## src/rtl/sdh_irq_pkg.sv

```systemverilog
package sdh_irq_pkg;
  localparam int BYTE_W   = 8;
  localparam int ADDR_W   = 3;
  localparam int BLK_SZ_W = 11;

  localparam logic [ADDR_W-1:0] A_CARD   = 3'd0;
  localparam logic [ADDR_W-1:0] A_EVENT  = 3'd1;
  localparam logic [ADDR_W-1:0] A_CTRL   = 3'd2;
  localparam logic [ADDR_W-1:0] A_MASK_C = 3'd4;
  localparam logic [ADDR_W-1:0] A_MASK_E = 3'd5;
  localparam logic [ADDR_W-1:0] A_BLK_LO = 3'd6;
  localparam logic [ADDR_W-1:0] A_BLK_HI = 3'd7;

  // sticky bits implemented in the card status byte
  localparam logic [BYTE_W-1:0] CARD_STICKY = 8'hB0;

  typedef struct packed {
    logic                gie;
    logic                dat3_sel;
    logic                gpi_sel;
    logic                pol_hi;
    logic                crc_abort;
    logic [BLK_SZ_W-1:0] size_m1;
  } blk_cfg_t;
endpackage

```

## src/rtl/sdh_sync.sv

```systemverilog
module sdh_sync #(
  parameter int WIDTH  = 1,
  parameter int STAGES = 2
) (
  input  logic             clk,
  input  logic             rst_n,
  input  logic [WIDTH-1:0] d,
  output logic [WIDTH-1:0] q
);
  logic [STAGES-1:0][WIDTH-1:0] chain;

  for (genvar s = 0; s < STAGES; s++) begin : g_stage
    if (s == 0) begin : g_first
      always_ff @(posedge clk or negedge rst_n)
        if (!rst_n) chain[s] <= '0;
        else        chain[s] <= d;
    end else begin : g_next
      always_ff @(posedge clk or negedge rst_n)
        if (!rst_n) chain[s] <= '0;
        else        chain[s] <= chain[s-1];
    end
  end

  assign q = chain[STAGES-1];
endmodule

```

## src/rtl/sdh_w1c_byte.sv

```systemverilog
module sdh_w1c_byte #(
  parameter int               WIDTH = 8,
  parameter logic [WIDTH-1:0] IMPL  = '1
) (
  input  logic             clk,
  input  logic             rst_n,
  input  logic [WIDTH-1:0] set_i,
  input  logic [WIDTH-1:0] clr_i,
  output logic [WIDTH-1:0] q
);
  for (genvar b = 0; b < WIDTH; b++) begin : g_bit
    if (IMPL[b]) begin : g_flop
      always_ff @(posedge clk or negedge rst_n)
        if (!rst_n)        q[b] <= 1'b0;
        else if (set_i[b]) q[b] <= 1'b1;   // event beats clear
        else if (clr_i[b]) q[b] <= 1'b0;
    end else begin : g_none
      assign q[b] = 1'b0;
    end
  end
endmodule

```

## src/rtl/sdh_cd_track.sv

```systemverilog
module sdh_cd_track (
  input  logic clk,
  input  logic rst_n,
  input  logic gpi_s,
  input  logic dat3_s,
  input  logic gpi_sel,
  input  logic dat3_sel,
  input  logic pol_hi,
  output logic present,
  output logic changed
);
  logic raw;
  logic prev_q;

  assign raw     = gpi_sel ? gpi_s : dat3_s;
  assign present = (gpi_sel | dat3_sel) & ~(raw ^ pol_hi);

  always_ff @(posedge clk or negedge rst_n)
    if (!rst_n) prev_q <= 1'b0;
    else        prev_q <= present;

  assign changed = present ^ prev_q;
endmodule

```

## src/rtl/sdh_irq_stat.sv

```systemverilog
module sdh_irq_stat
  import sdh_irq_pkg::*;
#(
  parameter int SYNC_STAGES = 2
) (
  input  logic                clk,
  input  logic                rst_n,
  input  logic                reg_we,
  input  logic [ADDR_W-1:0]   reg_addr,
  input  logic [BYTE_W-1:0]   reg_wdata,
  output logic [BYTE_W-1:0]   reg_rdata,
  input  logic [BYTE_W-1:0]   ev_flags,
  input  logic                ev_blk_done,
  input  logic                ev_mblk_done,
  input  logic                cmd_busy,
  input  logic                dat_busy,
  input  logic                pin_wp,
  input  logic                pin_cd_dat3,
  input  logic                pin_cd_gpi,
  output logic                irq,
  output logic [BLK_SZ_W-1:0] blk_len_m1,
  output logic                crc_abort,
  output logic                clk_freeze_en
);
  localparam int BLK_W = 2 * BYTE_W;

  logic [2:0] pins_s;
  logic       wp_s, dat3_s, gpi_s;
  logic       cd_present, cd_changed;

  logic [BYTE_W-1:0] st0_q, st1_q, st0_set, st0_clr, st1_clr;
  logic [BYTE_W-1:0] card_view, mask_c_view, mask_e_view, ctrl_view;
  logic [3:0]        mask_c_q;
  logic [6:0]        mask_e_q;
  logic [BLK_W-1:0]  blk_q;
  logic              freeze_q;
  blk_cfg_t          cfg;

  logic hit_card, hit_event, hit_ctrl, hit_mc, hit_me, hit_lo, hit_hi;

  sdh_sync #(.WIDTH(3), .STAGES(SYNC_STAGES)) u_sync (
    .clk(clk), .rst_n(rst_n),
    .d({pin_cd_gpi, pin_cd_dat3, pin_wp}),
    .q(pins_s)
  );
  assign {gpi_s, dat3_s, wp_s} = pins_s;

  assign cfg = blk_cfg_t'(blk_q);

  sdh_cd_track u_cd (
    .clk(clk), .rst_n(rst_n),
    .gpi_s(gpi_s), .dat3_s(dat3_s),
    .gpi_sel(cfg.gpi_sel), .dat3_sel(cfg.dat3_sel), .pol_hi(cfg.pol_hi),
    .present(cd_present), .changed(cd_changed)
  );

  assign hit_card  = reg_we && (reg_addr == A_CARD);
  assign hit_event = reg_we && (reg_addr == A_EVENT);
  assign hit_ctrl  = reg_we && (reg_addr == A_CTRL);
  assign hit_mc    = reg_we && (reg_addr == A_MASK_C);
  assign hit_me    = reg_we && (reg_addr == A_MASK_E);
  assign hit_lo    = reg_we && (reg_addr == A_BLK_LO);
  assign hit_hi    = reg_we && (reg_addr == A_BLK_HI);

  assign st0_set = {cd_changed, 1'b0, ev_blk_done, ev_mblk_done, 4'b0000};
  assign st0_clr = hit_card  ? reg_wdata : '0;
  assign st1_clr = hit_event ? reg_wdata : '0;

  sdh_w1c_byte #(.WIDTH(BYTE_W), .IMPL(CARD_STICKY)) u_st_card (
    .clk(clk), .rst_n(rst_n), .set_i(st0_set), .clr_i(st0_clr), .q(st0_q)
  );

  sdh_w1c_byte #(.WIDTH(BYTE_W), .IMPL('1)) u_st_event (
    .clk(clk), .rst_n(rst_n), .set_i(ev_flags), .clr_i(st1_clr), .q(st1_q)
  );

  always_ff @(posedge clk or negedge rst_n) begin
    if (!rst_n) begin
      mask_c_q <= '0;
      mask_e_q <= '0;
      blk_q    <= '0;
      freeze_q <= 1'b0;
    end else begin
      if (hit_mc)   mask_c_q <= reg_wdata[7:4];
      if (hit_me)   mask_e_q <= reg_wdata[7:1];
      if (hit_lo)   blk_q[BYTE_W-1:0] <= reg_wdata;
      if (hit_hi)   blk_q[BLK_W-1:BYTE_W] <= reg_wdata;
      if (hit_ctrl) freeze_q <= reg_wdata[7];
    end
  end

  assign card_view   = {st0_q[7], cd_present, st0_q[5:4], gpi_s, dat3_s, wp_s, 1'b0};
  assign mask_c_view = {mask_c_q, 4'b0000};
  assign mask_e_view = {mask_e_q, 1'b0};
  assign ctrl_view   = {freeze_q, 1'b0, dat_busy, cmd_busy, 4'b0000};

  always_comb begin
    unique case (reg_addr)
      A_CARD:   reg_rdata = card_view;
      A_EVENT:  reg_rdata = st1_q;
      A_CTRL:   reg_rdata = ctrl_view;
      A_MASK_C: reg_rdata = mask_c_view;
      A_MASK_E: reg_rdata = mask_e_view;
      A_BLK_LO: reg_rdata = blk_q[BYTE_W-1:0];
      A_BLK_HI: reg_rdata = blk_q[BLK_W-1:BYTE_W];
      default:  reg_rdata = '0;
    endcase
  end

  assign irq = cfg.gie &
               (|((card_view & mask_c_view) | (st1_q & mask_e_view)));

  assign blk_len_m1    = cfg.size_m1;
  assign crc_abort     = cfg.crc_abort;
  assign clk_freeze_en = freeze_q;
endmodule

```

## config.mk

```make
export PLATFORM = sky130hd
export DESIGN_NAME = sdh_irq_stat
export DESIGN_NICKNAME = d
export VERILOG_FILES = /design/src/rtl/sdh_irq_pkg.sv /design/src/rtl/sdh_sync.sv /design/src/rtl/sdh_w1c_byte.sv /design/src/rtl/sdh_cd_track.sv /design/src/rtl/sdh_irq_stat.sv
export SDC_FILE = /design/constraint.sdc
export NUM_CORES = 1
export LEC_CHECK = 0
export BUFFER_PORTS_ARGS = -buffer_cell sky130_fd_sc_hd__buf_2
export CORE_ASPECT_RATIO = 2
export CORE_MARGIN = 2
export CORE_UTILIZATION = 58
export CTS_CLUSTER_SIZE = 25
export DETAILED_ROUTE_END_ITERATION = 6
export GPL_ROUTABILITY_DRIVEN = 0
export GPL_TIMING_DRIVEN = 0
export PLACE_DENSITY_LB_ADDON = 0.12
export SLEW_MARGIN = 20
export SYNTH_ARGS = -nofsm -noshare
export SYNTH_HDL_FRONTEND = slang
export SYNTH_SLANG_ARGS = --single-unit
```

## constraint.sdc

```tcl
create_clock -name clk -period 2.2 [get_ports clk]
set_input_delay 0.11 -clock clk [delete_from_list [all_inputs] [get_ports clk]]
set_output_delay 0.11 -clock clk [all_outputs]
set_load 0.005 [all_outputs]
```

==> impl_metrics.json <==
{
  "layout_common_cells": "buf_2 (51), dfrtp_1 (46), mux2_2 (24)",
  "setup-tns-final_ns": 0,
  "chipHeight_um": 92.6,
  "worstMarginPinSlew_ns": 0.580,
  "cts_tree": "built",
  "pin_count": 51,
  "synth_seq_cells": 46,
  "numCtsBuffers": 5,
  "hold_violations": 0,
  "first_global_vias": 1795,
  "p_leak_nw": 1.29,
  "fin_skew_ns": 0.0105,
  "maxSlewViolCount": 0,
  "top_layer_used": "met4",
  "drtPass1Iterations": 4,
  "groute.usage.overall_pct": 26.1,
  "crit_slowest_cell": "dfrtp_1",
  "grt_max_degree": 47,
  "cp_data_arrival_time_ns": 1.65,
  "core_area_sq_um": 3800,
  "finalCritPeriodShare_pct": 80.1,
  "drv_cap": 0,
  "layout_commonest_cell": "buf_2",
  "fin_util_pct": 74.2,
  "path_cells": "xnor2_1 > a22o_1 > o21ai_0 > o221ai_1 > buf_2",
  "cts_buffer_depth": 2,
  "clock-root-buffer": "clkbuf_8",
  "ant_nets": 0,
  "overflow": 0,
  "clk_latency_ns": 0.30,
  "syn_area_sq_um": 2280,
  "wl_um": 5340,
  "antennaDiodeCount": 0,
  "ff2ff_setup_slack_ns": 0.88,
  "critPathMaxStageDelay_ns": 0.45,
  "wl_met3_um": 242,
  "antenna_found_initial": 0,
  "relSlewSlack_pct": 61.4,
  "crit_required_ns": 2.09,
  "path_delay_family": "compound AO/OA/AOI/OAI gates",
  "period_needed_ns": 1.76,
  "hp-class": "in2reg",
  "io_buffers": 49,
  "rows": 32,
  "path_class": "reg2out",
  "dp_cells": 287,
  "syn_avg_cell_area_sq_um": 12.2,
  "synthToLayoutAreaGrowth_pct": 23.8,
  "met1_length_um": 2010,
  "cp-end-kind": "output port",
  "die_w_um": 48.3,
  "dieArea_sq_um": 4480,
  "dp_hpwl_um": 3730,
  "final_layout_size_suffix_gt1_share_pct": 43.4,
  "h-tree-depth": 2,
  "ys_warn_count": 0,
  "status": "finished clean",
  "setup-violations-final": 0,
  "drc": 0,
  "grt_first_pass_wirelength_um": 8780,
  "max_freq_mhz": 567,
  "post_drt_wl_per_cell_um": 17.3,
  "final_nets": 286,
  "cp-start-kind": "register",
  "synth_cell_types": 37,
  "first_iter_violations": 44,
  "clk_pin_slew_ns": 0.08,
  "vdd_drop_max_uv": 661,
  "wl_met2_um": 2940,
  "clock-sinks": 46,
  "worst-path-buf-inv": 1,
  "cp_max_fo": 4,
  "p_total_mw": 2.16,
  "initial_core_util_pct": 59.9,
  "vias": 1738,
  "power_density_nw_per_um2": 764,
  "post-cts-setup-buffers": 0,
  "ys_seq_area_share_pct": 50.5,
  "synth_cells": 187,
  "via_per_inst": 5.62,
  "rsz0062_at_grt": "false",
  "fin_hold_ws_ns": 0.0713,
  "final_cells": 309,
  "synth.net_count": 216
}
state kept, by name (all words and copies together) (netlist names):
name and count:
blk_q 16, u_st_event.q 8, mask_e_q 7, mask_c_q 4, u_st_card.q 3, u_sync.chain 3, u_sync.q 3, clk_freeze_en 1
u_cd.prev_q 1
per-stage QoR:
step / setup slack, ns / area (sq um)
CTS: 0.447 / 2800
floorplan: 1.01 / 2280
global route: 0.365 / 2820
global placement: 0.761 / 2590
detailed placement: 0.791 / 2590
finish: 0.437 / 2820
layer usage:
layer,global-route usage (%),up-vias
met5,0,-
met4,12.6,0
met3,4.03,12
met2,47.1,65
met1,29.6,847
li1,-,814
synth_stat cells, drive strengths merged:
cell     n  area (sq um)
o21ai    4          20.0
a31oi    2          12.5
buf     18           135
a32oi    2          17.5
a221oi   4          35.0
clkbuf   1          3.75
and2     1          6.26
nor2     7          31.3
mux2    31           375
a31o     1          8.76
nor2b    2          12.5
nor3     4          25.0
a211oi   2          15.0
mux2i    9          90.1
inv      2          7.51
dfrtp   46          1150
xor2     1          8.76
o22ai    2          12.5
or2      1          6.26
a21oi    1          5.00
a311oi   1          8.76
nor3b    1          7.51
o221ai   2          17.5
nand3    1          10.0
nand2b   2          20.0
a22o     2          17.5
nand4    1          12.5
xnor2    2          17.5
nand2   18          67.6
a21o    11          82.6
a22oi    5          37.5
layout make-up:
type	count	area [sq um]
inverter	2	7.51
timing repair buffer	63	388
sequential	46	1150
clock buffer	7	86.3
tap	51	63.8
clock inverter	1	5.00
fill	291	982
multi-input combinational	120	981
buffer	19	139
what timing repair did:
item,CTS,global route
hold endpoints to repair,12,47
hold buffers,12,2
gates resized for setup,0,0
path summary, 6_finish.rpt:
check	cells after the start	endpoint	start
max	5	reg_rdata[6]	blk_q[12]
min	2	blk_q[8]	reg_wdata[0]
max reg2reg	4	u_st_card.q[7]	blk_q[12]
min reg2reg	0	u_sync.q[1]	u_sync.chain[1]
max in group asynchronous	2	u_st_event.q[0]	rst_n
min in group asynchronous	2	u_st_event.q[4]	rst_n
where the power goes:
part | total, mW | internal [mW] | leakage [nW] | switching [mW]
clock | 0.534 | 0.254 | 0.0482 | 0.281
sequential | 1.08 | 0.977 | 0.517 | 0.107
combinational | 0.539 | 0.328 | 0.725 | 0.211
kinds of logic after synthesis:
| group | after synthesis | share of synthesized area (%) |
|---|---|---|
| AO/OA/AOI/OAI | 39 | 12.7 |
| AND/OR/NAND/NOR | 38 | 8.73 |
| buffers and inverters | 21 | 6.42 |
| flip-flops | 46 | 50.5 |
| XOR/XNOR | 3 | 1.15 |
| multiplexers | 40 | 20.4 |
(Power assumes the default switching activity.)
